### src/rtl/flseq_pkg.sv
package flseq_pkg;
  typedef enum logic [3:0] {
    S_IDLE, S_FETCH, S_CLR, S_ERS, S_CNF, S_WAIT,
    S_PGM, S_DAT, S_RSTAT, S_POLL, S_RES, S_ARRAY
  } seq_state_e;

  localparam logic [7:0] CMD_CLR   = 8'h50;
  localparam logic [7:0] CMD_ERASE = 8'h20;
  localparam logic [7:0] CMD_CONF  = 8'hD0;
  localparam logic [7:0] CMD_PROG  = 8'h40;
  localparam logic [7:0] CMD_STAT  = 8'h70;
  localparam logic [7:0] CMD_ARRAY = 8'hFF;
  localparam logic [7:0] ERR_MASK  = 8'h3A;
  localparam int         READY_BIT = 7;
endpackage

### src/rtl/flseq_cnt.sv
module flseq_cnt #(
  parameter int W = 16
) (
  input  logic         clk,
  input  logic         rst_n,
  input  logic         load,
  input  logic [W-1:0] load_val,
  input  logic         dec,
  output logic [W-1:0] cnt,
  output logic         last
);
  logic [W-1:0] cnt_q, cnt_d;

  always_comb begin
    cnt_d = cnt_q;
    if (load)     cnt_d = load_val;
    else if (dec) cnt_d = cnt_q - 1'b1;
  end

  always_ff @(posedge clk or negedge rst_n) begin
    if (!rst_n)          cnt_q <= '0;
    else if (load | dec) cnt_q <= cnt_d;
  end

  assign cnt  = cnt_q;
  assign last = (cnt_q <= W'(1));

  // decrement only happens above the last count
  cnt_no_wrap_chk: assert property (@(posedge clk) disable iff (!rst_n)
    (dec && !load) |-> (cnt_q > W'(1)));
endmodule

### src/rtl/flseq_fsm.sv
module flseq_fsm
  import flseq_pkg::*;
#(
  parameter int AW = 24,
  parameter int TW = 16,
  parameter int EW = 4
) (
  input  logic          clk,
  input  logic          rst_n,
  input  logic          start,
  input  logic          op_prog,
  input  logic [AW-1:0] addr_in,
  input  logic [TW-1:0] poll_limit,
  input  logic          src_valid,
  input  logic [7:0]    src_data,
  output logic          src_ready,
  output logic          fl_req,
  output logic          fl_we,
  output logic [7:0]    fl_wdata,
  input  logic [7:0]    fl_rdata,
  output logic [AW-1:0] addr_o,
  output logic          busy,
  output logic          done,
  output logic [7:0]    status,
  output logic          tmo,
  output logic          err,
  output logic          tmr_load,
  output logic [TW-1:0] tmr_val,
  output logic          tmr_dec,
  input  logic          tmr_last,
  output logic          rem_load,
  output logic          rem_dec,
  input  logic          rem_last
);
  localparam logic [TW-1:0] WAIT_LOAD = TW'(EW);

  seq_state_e    state_q, state_d;
  logic          op_q, op_en;
  logic [AW-1:0] addr_q, addr_d;
  logic          addr_en;
  logic [7:0]    data_q;
  logic          data_en;
  logic [7:0]    stat_q, stat_d;
  logic          stat_en;
  logic          tmo_q, tmo_d, tmo_en;
  logic          done_q, done_d;
  logic          stat_bad;

  assign stat_bad = |(stat_q & ERR_MASK);

  always_comb begin
    state_d  = state_q;
    op_en    = 1'b0;
    addr_en  = 1'b0;
    addr_d   = addr_q;
    data_en  = 1'b0;
    stat_en  = 1'b0;
    stat_d   = stat_q;
    tmo_en   = 1'b0;
    tmo_d    = tmo_q;
    done_d   = 1'b0;
    tmr_load = 1'b0;
    tmr_val  = '0;
    tmr_dec  = 1'b0;
    rem_load = 1'b0;
    rem_dec  = 1'b0;
    unique case (state_q)
      S_IDLE: if (start) begin
        op_en    = 1'b1;
        addr_en  = 1'b1;
        addr_d   = addr_in;
        rem_load = 1'b1;
        stat_en  = 1'b1;
        stat_d   = '0;
        tmo_en   = 1'b1;
        tmo_d    = 1'b0;
        state_d  = op_prog ? S_FETCH : S_CLR;
      end
      S_FETCH: if (src_valid) begin
        data_en = 1'b1;
        state_d = S_PGM;
      end
      S_CLR: state_d = S_ERS;
      S_ERS: state_d = S_CNF;
      S_CNF: begin
        tmr_load = 1'b1;
        tmr_val  = WAIT_LOAD;
        state_d  = S_WAIT;
      end
      S_WAIT: begin
        if (tmr_last) state_d = S_RSTAT;
        else          tmr_dec = 1'b1;
      end
      S_PGM: state_d = S_DAT;
      S_DAT: state_d = S_RSTAT;
      S_RSTAT: begin
        tmr_load = 1'b1;
        tmr_val  = poll_limit;
        state_d  = S_POLL;
      end
      S_POLL: begin
        if (fl_rdata[READY_BIT]) begin
          state_d = S_RES;
        end else if (tmr_last) begin
          stat_en = 1'b1;
          stat_d  = fl_rdata;
          tmo_en  = 1'b1;
          tmo_d   = 1'b1;
          state_d = S_ARRAY;
        end else begin
          tmr_dec = 1'b1;
        end
      end
      S_RES: begin
        stat_en = 1'b1;
        stat_d  = fl_rdata;
        state_d = S_ARRAY;
      end
      S_ARRAY: begin
        if (!op_q || tmo_q || stat_bad || rem_last) begin
          done_d  = 1'b1;
          state_d = S_IDLE;
        end else begin
          rem_dec = 1'b1;
          addr_en = 1'b1;
          addr_d  = addr_q + 1'b1;
          state_d = S_FETCH;
        end
      end
      default: state_d = S_IDLE;
    endcase
  end

  always_ff @(posedge clk or negedge rst_n) begin
    if (!rst_n) begin
      state_q <= S_IDLE;
      done_q  <= 1'b0;
      op_q    <= 1'b0;
      addr_q  <= '0;
      data_q  <= '0;
      stat_q  <= '0;
      tmo_q   <= 1'b0;
    end else begin
      state_q <= state_d;
      done_q  <= done_d;
      if (op_en)   op_q   <= op_prog;
      if (addr_en) addr_q <= addr_d;
      if (data_en) data_q <= src_data;
      if (stat_en) stat_q <= stat_d;
      if (tmo_en)  tmo_q  <= tmo_d;
    end
  end

  always_comb begin
    fl_req    = 1'b1;
    fl_we     = 1'b1;
    fl_wdata  = '0;
    src_ready = 1'b0;
    unique case (state_q)
      S_CLR:          fl_wdata = CMD_CLR;
      S_ERS:          fl_wdata = CMD_ERASE;
      S_CNF:          fl_wdata = CMD_CONF;
      S_PGM:          fl_wdata = CMD_PROG;
      S_DAT:          fl_wdata = data_q;
      S_RSTAT:        fl_wdata = CMD_STAT;
      S_ARRAY:        fl_wdata = CMD_ARRAY;
      S_POLL, S_RES:  fl_we = 1'b0;
      S_FETCH: begin
        fl_req    = 1'b0;
        fl_we     = 1'b0;
        src_ready = 1'b1;
      end
      default: begin
        fl_req = 1'b0;
        fl_we  = 1'b0;
      end
    endcase
  end

  assign addr_o = addr_q;
  assign busy   = (state_q != S_IDLE);
  assign done   = done_q;
  assign status = stat_q;
  assign tmo    = tmo_q;
  assign err    = tmo_q | stat_bad;


  erase_conf_order_chk: assert property (@(posedge clk) disable iff (!rst_n)
    (fl_req && fl_we && !op_q && fl_wdata == CMD_CONF) |->
      ($past(fl_req) && $past(fl_wdata) == CMD_ERASE && $stable(addr_q)));

  prog_data_after_cmd_chk: assert property (@(posedge clk) disable iff (!rst_n)
    (state_q == S_DAT) |-> ($past(fl_req) && $past(fl_wdata) == CMD_PROG && $stable(addr_q)));

  array_after_read_chk: assert property (@(posedge clk) disable iff (!rst_n)
    (state_q == S_ARRAY) |-> ($past(fl_req) && !$past(fl_we)));

  done_single_chk: assert property (@(posedge clk) disable iff (!rst_n)
    done_q |=> !done_q);

  tmo_on_not_ready_chk: assert property (@(posedge clk) disable iff (!rst_n)
    $rose(tmo_q) |-> (state_q == S_ARRAY && !stat_q[READY_BIT]));

  fetch_bus_quiet_chk: assert property (@(posedge clk) disable iff (!rst_n)
    src_ready |-> !fl_req);
endmodule

### src/rtl/flseq_top.sv
module flseq_top #(
  parameter int AW = 24,
  parameter int LW = 16,
  parameter int TW = 16,
  parameter int EW = 4
) (
  input  logic          clk,
  input  logic          rst_n,
  input  logic          start,
  input  logic          op_prog,
  input  logic [AW-1:0] addr,
  input  logic [LW-1:0] len,
  input  logic [TW-1:0] poll_limit,
  input  logic          src_valid,
  input  logic [7:0]    src_data,
  output logic          src_ready,
  output logic          fl_req,
  output logic          fl_we,
  output logic [AW-1:0] fl_addr,
  output logic [7:0]    fl_wdata,
  input  logic [7:0]    fl_rdata,
  output logic          busy,
  output logic          done,
  output logic [7:0]    status,
  output logic          err,
  output logic          tmo,
  output logic [AW-1:0] fail_addr
);
  logic          tmr_load, tmr_dec, tmr_last;
  logic [TW-1:0] tmr_val, tmr_cnt;
  logic          rem_load, rem_dec, rem_last;
  logic [LW-1:0] rem_cnt;
  logic [AW-1:0] cur_addr;

  flseq_fsm #(.AW(AW), .TW(TW), .EW(EW)) u_fsm (
    .clk(clk), .rst_n(rst_n), .start(start), .op_prog(op_prog),
    .addr_in(addr), .poll_limit(poll_limit),
    .src_valid(src_valid), .src_data(src_data), .src_ready(src_ready),
    .fl_req(fl_req), .fl_we(fl_we), .fl_wdata(fl_wdata), .fl_rdata(fl_rdata),
    .addr_o(cur_addr), .busy(busy), .done(done), .status(status),
    .tmo(tmo), .err(err),
    .tmr_load(tmr_load), .tmr_val(tmr_val), .tmr_dec(tmr_dec), .tmr_last(tmr_last),
    .rem_load(rem_load), .rem_dec(rem_dec), .rem_last(rem_last)
  );

  flseq_cnt #(.W(TW)) u_tmr (
    .clk(clk), .rst_n(rst_n), .load(tmr_load), .load_val(tmr_val),
    .dec(tmr_dec), .cnt(tmr_cnt), .last(tmr_last)
  );

  flseq_cnt #(.W(LW)) u_rem (
    .clk(clk), .rst_n(rst_n), .load(rem_load), .load_val(len),
    .dec(rem_dec), .cnt(rem_cnt), .last(rem_last)
  );

  assign fl_addr   = cur_addr;
  assign fail_addr = cur_addr;


  idle_quiet_chk: assert property (@(posedge clk) disable iff (!rst_n)
    !busy |-> (!fl_req && !src_ready));

  count_hold_chk: assert property (@(posedge clk) disable iff (!rst_n)
    (busy && !rem_dec) |=> $stable(rem_cnt));

  poll_count_hold_chk: assert property (@(posedge clk) disable iff (!rst_n)
    (!tmr_load && !tmr_dec) |=> $stable(tmr_cnt));
endmodule

### config.mk
export PLATFORM = sky130hd
export DESIGN_NAME = flseq_top
export DESIGN_NICKNAME = d
export VERILOG_FILES = /design/src/rtl/flseq_pkg.sv /design/src/rtl/flseq_cnt.sv /design/src/rtl/flseq_fsm.sv /design/src/rtl/flseq_top.sv
export SDC_FILE = /design/constraint.sdc
export NUM_CORES = 1
export LEC_CHECK = 0
export BUFFER_PORTS_ARGS = -buffer_cell sky130_fd_sc_hd__buf_2
export CELL_PAD_IN_SITES_DETAIL_PLACEMENT = 0
export CELL_PAD_IN_SITES_GLOBAL_PLACEMENT = 1
export CORE_UTILIZATION = 35
export CTS_CLUSTER_SIZE = 30
export DETAILED_ROUTE_END_ITERATION = 8
export PLACE_DENSITY_LB_ADDON = 0.1
export SLEW_MARGIN = 30
export SYNTH_ARGS = -nofsm -noshare
export SYNTH_HDL_FRONTEND = slang
export SYNTH_SLANG_ARGS = --single-unit
### constraint.sdc
create_clock -name clk -period 2.2 [get_ports clk]
set_input_delay 0.33 -clock clk [delete_from_list [all_inputs] [get_ports clk]]
set_output_delay 0.33 -clock clk [all_outputs]
set_load 0.03 [all_outputs]
==> load_flow_metrics.sql, run 1 <==
INSERT INTO impl_metrics (metric_group, metric, value, unit) VALUES
('worst_hold_path', 'holdCritStartpoint', 'len[5]', ''),
('cts', 'cts_num_sinks', '79', ''),
('synthesis', 'synthesis.area', '0.00502', 'mm^2'),
('place', 'io_buffers', '147', ''),
('setup_path', 'timing.reg2reg.setup_slack', '-130', 'ps'),
('synthesis', 'yosys.area_share.xor_xnor', '0.0262', ''),
('setup_path', 'critical_path.reg2reg.startpoint', 'u_tmr.cnt[13]$_DFFE_PN0P_', ''),
('synthesis', 'synthMuxAreaShare', '0.0444', ''),
('synthesis', 'synth_area_leader_cell', 'sky130_fd_sc_hd__dfrtp_1', ''),
('flow_run', 'maxCapViolations', '0', ''),
('synthesis', 'synthesized_area_divided_by_synthesized_cell_count', '8.59', 'um^2'),
('global_route', 'number_of_antenna_violations_at_the_first_check_in_global_routing', '0', ''),
('timing', 'hold_viol', '0', ''),
('synthesis', 'synthMostInstantiatedCell', 'sky130_fd_sc_hd__dfrtp_1', ''),
('setup_path', 'reg2reg_depth', '7', ''),
('status', 'outcome', 'complete, but fails checks', ''),
('timing', 'fin_skew', '5.81', 'ps'),
('setup_path', 'critical_path_required', '2430', 'ps'),
('layout', 'synthToLayoutAreaGrowth', '33.0', '%'),
('power_and_ir_drop', 'internal_power', '5430', 'uW'),
('place', 'postPlaceCellArea', '0.00619', 'mm^2'),
('cts', 'tritoncts.num_buffers', '9', ''),
('worst_hold_path', 'min_delay_worst_endpoint', 'u_rem.cnt[5]$_DFFE_PN0P_', ''),
('timing', 'period_minus_slack', '2330', 'ps'),
('timing', 'worst-slew-pin-transition', '709', 'ps'),
('synthesis', 'number_of_enable_type_register_cells_in_the_synthesized_netlist', '0', ''),
('timing', 'finalMaxSlewViolations', '0', ''),
('setup_path', 'critical_path.slowest_cell', 'sky130_fd_sc_hd__or4b_4', ''),
('timing', 'finalSetupViolCount', '22', ''),
('timing', 'achievable-frequency', '0.430', 'GHz'),
('routing', 'detail_route.wirelength', '15200', 'um'),
('floorplan', 'design.portCount', '148', ''),
('synthesis', 'post-synth-top-area-fraction', '0.394', ''),
('global_route', 'groute.usage.overall', '0.211', ''),
('synthesis', 'synthDistinctLibCells', '64', ''),
('synthesis', 'dominant_combinational_cell_family_by_area_after_synthesis', 'compound AO/OA/AOI/OAI gates', ''),
('routing', 'route.detailed.wl_per_inst', '16.3', 'um'),
('layout', 'fin_area', '0.00667', 'mm^2'),
('floorplan', 'dieArea', '0.0148', 'mm^2'),
('place', 'placedCellCount', '908', ''),
('routing', 'route.detailed.drc', '0', ''),
('worst_hold_path', 'number_of_cells_traversed_by_the_worst_hold_path', '3', ''),
('place', 'dp_worst_slack', '-236', 'ps'),
('timing', 'setup_slack', '-127', 'ps'),
('floorplan', 'core', '0.0139', 'mm^2'),
('routing', 'routed-via-count', '5112', ''),
('cts', 'cts_root_buffer', 'sky130_fd_sc_hd__clkbuf_16', ''),
('place', 'gp_congestion', '0.831', ''),
('layout', 'utilization', '0.479', ''),
('status', 'violations', 'setup timing', ''),
('routing', 'vias_per_cell', '5.50', ''),
('setup_path', 'cp_top_family', 'simple AND/OR/NAND/NOR gates', ''),
('timing', 'rsz0062_at_grt', 'yes', ''),
('synthesis', 'synth-main-ff-cell', 'sky130_fd_sc_hd__dfrtp_1', ''),
('synthesis', 'synth-seq-cells', '79', ''),
('global_route', 'grt_pass1_vias', '4855', ''),
('synthesis', 'synth-seq-area-share', '0.394', ''),
('floorplan', 'die_w', '122', 'um'),
('setup_path', 'path_max_fanout', '6', ''),
('cts', 'worst_setup_hold_path_clk_slew', '60', 'ps'),
('power_and_ir_drop', 'p_sw', '4850', 'uW'),
('synthesis', 'syn-instance-count', '584', ''),
('floorplan', 'initial_core_utilization', '0.360', ''),
('timing', 'hold_slack', '192', 'ps'),
('global_route', 'grt_first_pass_wirelength', '24300', 'um'),
('synthesis', 'post_synth_and_or_nand_nor_area_fraction', '0.216', ''),
('worst_hold_path', 'hold_path.class', 'primary input to register', ''),
('floorplan', 'core.rowCount', '43', ''),
('synthesis', 'synthAdderAreaFrac', '0.0125', ''),
('layout', 'insertedDiodeCount', '0', ''),
('cts', 'htree_num_levels', '3', '');
## power by group through the flow
| stage | Clock [uW] | Combinational (uW) | Sequential [uW] |
|---|---|---|---|
| floorplan | 0 | 3580 | 3080 |
| global placement | 0 | 5590 | 2740 |
| detailed placement | 0 | 5630 | 2770 |
| CTS | 1560 | 5760 | 2750 |
| global route | 1620 | 6540 | 2880 |
| finish | 1510 | 5990 | 2780 |
## stage by stage
| step | total power, uW | TNS, ps |
|---|---|---|
| after CTS | 10100 | -963 |
| after global placement | 8330 | -2430 |
| after global routing | 11000 | -3080 |
| after floorplan | 6660 | -945 |
| after detailed placement | 8400 | -3290 |
| final | 10300 | -1570 |
## area by class of cell
class | count | area, um^2
Clock buffer | 12 | 246
Inverter | 19 | 71.3
Tap cell | 180 | 225
Clock inverter | 4 | 45.0
Fill cell | 1373 | 7260
Sequential cell | 79 | 1980
Timing Repair Buffer | 213 | 1340
Multi-Input combinational cell | 422 | 2770
## worst max-delay path by stage
stage / to / slack (ps) / cells past startpoint
finish: u_tmr.cnt[4]$_DFFE_PN0P_ / -130 / 7
global route: u_tmr.cnt[3]$_DFFE_PN0P_ / -180 / 5
CTS: u_tmr.cnt[3]$_DFFE_PN0P_ / -130 / 5
detailed placement: u_tmr.cnt[3]$_DFFE_PN0P_ / -240 / 5
global placement: u_tmr.cnt[3]$_DFFE_PN0P_ / -200 / 5
floorplan: u_tmr.cnt[3]$_DFFE_PN0P_ / -140 / 6
## metal layers
layer,global-route usage,up-vias,part of all wire
li1,-,2478,-
met1,0.278,2492,0.47
met2,0.346,131,0.48
met3,0.0520,11,0.042
met4,0.0478,0,0.0095
met5,0,-,0
## worst reg2reg max path: stages (launching register included)
cell and delay, ps:
sky130_fd_sc_hd__dfrtp_1 380, sky130_fd_sc_hd__or4_4 540, sky130_fd_sc_hd__or4b_4 550, sky130_fd_sc_hd__buf_4 170, sky130_fd_sc_hd__o21ai_4 200, sky130_fd_sc_hd__buf_6 150
sky130_fd_sc_hd__nand3_1 70, sky130_fd_sc_hd__and3_1 180
## layout by cell type (no fill, tap or decap), types with 8 or more instances in the layout
cell type / n
sky130_fd_sc_hd__nand3_1: 21
sky130_fd_sc_hd__o21ai_0: 30
sky130_fd_sc_hd__mux2i_1: 11
sky130_fd_sc_hd__inv_1: 19
sky130_fd_sc_hd__a21oi_1: 29
sky130_fd_sc_hd__nor3_1: 17
sky130_fd_sc_hd__xnor2_1: 14
sky130_fd_sc_hd__nor4_1: 8
sky130_fd_sc_hd__a31oi_1: 11
sky130_fd_sc_hd__mux2_2: 10
sky130_fd_sc_hd__buf_4: 57
sky130_fd_sc_hd__nand2_1: 59
sky130_fd_sc_hd__and3_1: 14
sky130_fd_sc_hd__buf_6: 8
sky130_fd_sc_hd__a22oi_1: 12
sky130_fd_sc_hd__buf_2: 142
sky130_fd_sc_hd__nor2_1: 40
sky130_fd_sc_hd__o22ai_1: 17
sky130_fd_sc_hd__dfrtp_1: 78
sky130_fd_sc_hd__clkbuf_16: 9
sky130_fd_sc_hd__nand4_1: 10
sky130_fd_sc_hd__o2bb2ai_1: 10
## registers in the layout, indices dropped and copies added (netlist names)
signal	cells
u_fsm.addr_o	24
u_fsm.data_q	8
u_fsm.done	1
u_fsm.op_q	1
u_fsm.state_q	4
u_fsm.status	8
u_fsm.tmo	1
u_rem.cnt	16
u_tmr.cnt	16
## timing repair
item,in CTS,in global routing
hold buffers,1,0
gates resized for setup,15,33
setup buffers,0,5
setup endpoints to repair,32,48
hold endpoints to repair,38,0
pin swaps,0,8
## cells by family (layout without fill, tap and decap cells)
logic type      after synthesis  count (layout)
buf+inv                      83             248
xor+xnor                     15              15
fa+ha+maj                     5               5
mux                          21              21
compound gates              166             166
simple gates                215             215
flops                        79              79
No activity file was read; power rests on OpenSTA's default activity.
==> inputs of run 2 (changes only) <==
- CTS_BUF_LIST: not set -> sky130_fd_sc_hd__clkbuf_4 sky130_fd_sc_hd__clkbuf_8 sky130_fd_sc_hd__clkbuf_16
- RECOVER_POWER: not set -> 100
==> run 2 against run 1 <==
Utilization down 0.60 points. Global-route usage unchanged. Count of clock-buffer cells in the layout unchanged. Largest power group unchanged. First-iteration DRC count down 1.9%. Sequential share of layout area up 0.40 points. Design area down 1.3%. Non-clock buffer count up 2. Sequential power about the same. Largest cell class unchanged. Via count down 0.27%. Clock power about the same. The run still ends with setup timing left.
==> load_flow_metrics.sql, run 2 (same netlist as run 1, synthesis figures left out) <==
INSERT INTO impl_metrics (metric_group, metric, value, unit) VALUES
('routing', 'detail_route.wirelength', '15300', 'um'),
('cts', 'htree_num_levels', '3', ''),
('routing', 'detail_route.iter0.violations', '366', ''),
('global_route', 'grt.overflow.total', '0', ''),
('floorplan', 'initial_core_utilization', '0.360', ''),
('timing', 'setup_slack', '-135', 'ps'),
('worst_hold_path', 'number_of_cells_traversed_by_the_worst_hold_path', '3', ''),
('setup_path', 'path_max_fanout', '6', ''),
('floorplan', 'core.rowCount', '43', ''),
('timing', 'final_min_period_over_clock_period', '1.06', ''),
('setup_path', 'critical_path_required', '2430', 'ps'),
('setup_path', 'worst-endpoint-arrival', '2570', 'ps'),
('setup_path', 'reg2reg_depth', '7', ''),
('floorplan', 'design.portCount', '148', ''),
('timing', 'rsz0062_at_grt', 'yes', ''),
('cts', 'cts_root_buffer', 'sky130_fd_sc_hd__clkbuf_16', ''),
('routing', 'route.detailed.wl_per_inst', '16.4', 'um'),
('cts', 'clk_path_buf_depth', '2', ''),
('place', 'io_buffers', '147', ''),
('routing', 'routed-via-count', '5098', ''),
('global_route', 'grt_pass1_vias', '4854', ''),
('setup_path', 'critPathLaunchType', 'register', ''),
('layout', 'insertedDiodeCount', '0', ''),
('routing', 'route.antenna.remaining_nets', '0', ''),
('place', 'dp_worst_slack', '-236', 'ps'),
('cts', 'clock_latency', '340', 'ps'),
('power_and_ir_drop', 'power_density', '1540', 'mW/mm^2'),
('routing', 'route.detailed.drc', '0', ''),
('global_route', 'grt_max_degree', '42', ''),
('global_route', 'groute.usage.overall', '0.211', ''),
('cts', 'worst_setup_hold_path_clk_slew', '60', 'ps'),
('floorplan', 'dieHeight', '122', 'um'),
('timing', 'worst-slew-pin-transition', '1040', 'ps'),
('global_route', 'grt_first_pass_wirelength', '24300', 'um'),
('floorplan', 'core', '0.0139', 'mm^2'),
('global_route', 'grt_most_used_layer', 'met2', ''),
('cts', 'cts_tree', 'yes', ''),
('timing', 'final.setup.tns', '-1760', 'ps'),
('timing', 'finalMaxSlewViolations', '0', ''),
('layout', 'nets', '828', ''),
('flow_run', 'maxCapViolations', '0', ''),
('timing', 'max_slew_margin', '0.308', ''),
('global_route', 'gr-usage-met2', '0.345', ''),
('cts', 'tritoncts.num_buffers', '9', ''),
('routing', 'detailedRoute.firstPassIterationCount', '5', ''),
('place', 'dp_hpwl', '10900', 'um'),
('status', 'violations', 'setup timing', ''),
('status', 'outcome', 'complete, but fails checks', ''),
('global_route', 'grt_util_met3', '0.0520', ''),
('timing', 'period_minus_slack', '2330', 'ps'),
('place', 'gp_congestion', '0.831', ''),
('timing', 'achievable-frequency', '0.428', 'GHz'),
('power_and_ir_drop', 'vdd_ir_drop_max', '947', 'uV'),
('power_and_ir_drop', 'p_leak', '0.00278', 'uW'),
('worst_hold_path', 'hold_path.class', 'primary input to register', ''),
('global_route', 'number_of_antenna_violations_at_the_first_check_in_global_routing', '0', ''),
('layout', 'largest_register_ff_count', '24', ''),
('floorplan', 'die_w', '122', 'um'),
('timing', 'finalSetupViolCount', '25', ''),
('cts', 'cts_num_sinks', '79', ''),
('setup_path', 'crit_path_end_kind', 'register', ''),
('routing', 'vias_per_cell', '5.48', ''),
('timing', 'fin_skew', '5.63', 'ps'),
('timing', 'hold_viol', '0', ''),
('layout', 'synthToLayoutAreaGrowth', '31.3', '%'),
('layout', 'drive_gt1_frac', '0.280', ''),
('layout', 'filler_cell_count', '1409', ''),
('global_route', 'global_routing_met1_resource_utilization', '0.279', ''),
('layout', 'layout.cells.most_common_list', 'sky130_fd_sc_hd__buf_2, sky130_fd_sc_hd__dfrtp_1, sky130_fd_sc_hd__clkbuf_1', ''),
('floorplan', 'dieArea', '0.0148', 'mm^2'),
('setup_path', 'worst-setup-path-type', 'register to register', ''),
('layout', 'final_common_cell', 'sky130_fd_sc_hd__buf_2', '');
[run 2: report_power, final]
group	leakage, uW	total, uW	internal, uW	switching [uW]
logic	0.00165	5840	2280	3560
registers	0.000979	2780	2080	701
clock network	0.000153	1540	930	605
total	0.00278	10200	5290	4860
[run 2: what timing repair did]
action | in CTS | in global routing
endpoints found under the hold margin | 38 | 0
setup buffers | 0 | 7
hold buffers | 1 | 0
endpoints found under the setup margin | 32 | 48
resized for setup | 15 | 38
pin swaps | 0 | 9
[run 2: worst paths after layout]
check	start	end	slack, ps
max in group asynchronous	rst_n	u_rem.cnt[0]$_DFFE_PN0P_	200
hold reg to reg	u_fsm.data_q[4]$_DFFE_PN0P_	u_fsm.data_q[4]$_DFFE_PN0P_	500
hold / removal	len[3]	u_rem.cnt[3]$_DFFE_PN0P_	190
setup reg to reg	u_tmr.cnt[13]$_DFFE_PN0P_	u_tmr.cnt[4]$_DFFE_PN0P_	-130
min in group asynchronous	rst_n	u_fsm.status[0]$_DFFE_PN0P_	710
setup / recovery	u_tmr.cnt[13]$_DFFE_PN0P_	u_tmr.cnt[4]$_DFFE_PN0P_	-130
[run 2: final cells by class]
class / count / area [um^2] / share of cell area
multi-input cells: 422 / 2760 / 0.420
repair buffers: 215 / 1250 / 0.190
inverters: 19 / 71.3 / 0.0108
flip-flops and latches: 79 / 1980 / 0.300
well taps: 180 / 225 / 0.0342
clock buffers: 12 / 254 / 0.0386
clock inverters: 4 / 45.0 / 0.00684
[run 2: critical path, stage by stage (launching register included)]
cell and delay [ps]:
sky130_fd_sc_hd__dfrtp_1 380, sky130_fd_sc_hd__or4_4 540, sky130_fd_sc_hd__or4b_4 550, sky130_fd_sc_hd__buf_4 170, sky130_fd_sc_hd__o21ai_4 200, sky130_fd_sc_hd__buf_6 150
sky130_fd_sc_hd__nand3_1 60, sky130_fd_sc_hd__and3_1 180
[run 2: metrics by stage]
step | power (uW) | instance area (um^2) | utilization | hold slack [ps] | std cells
3_3_place_gp | 8330 | 6190 | 0.444 | 352 | 908
4_1_cts | 10100 | 6550 | 0.470 | 177 | 925
5_1_grt | 10900 | 6590 | 0.473 | 190 | 931
3_5_place_dp | 8400 | 6190 | 0.444 | 354 | 908
6_report | 10200 | 6590 | 0.473 | 195 | 931
2_1_floorplan | 6660 | 5040 | - | 34.4 | 584
[run 2: metal layers]
layer | part of all wire | vias to the layer above
met1 | 0.46 | 2468
li1 | - | 2480
met4 | 0.0087 | 0
met5 | 0 | -
met3 | 0.048 | 10
met2 | 0.48 | 140
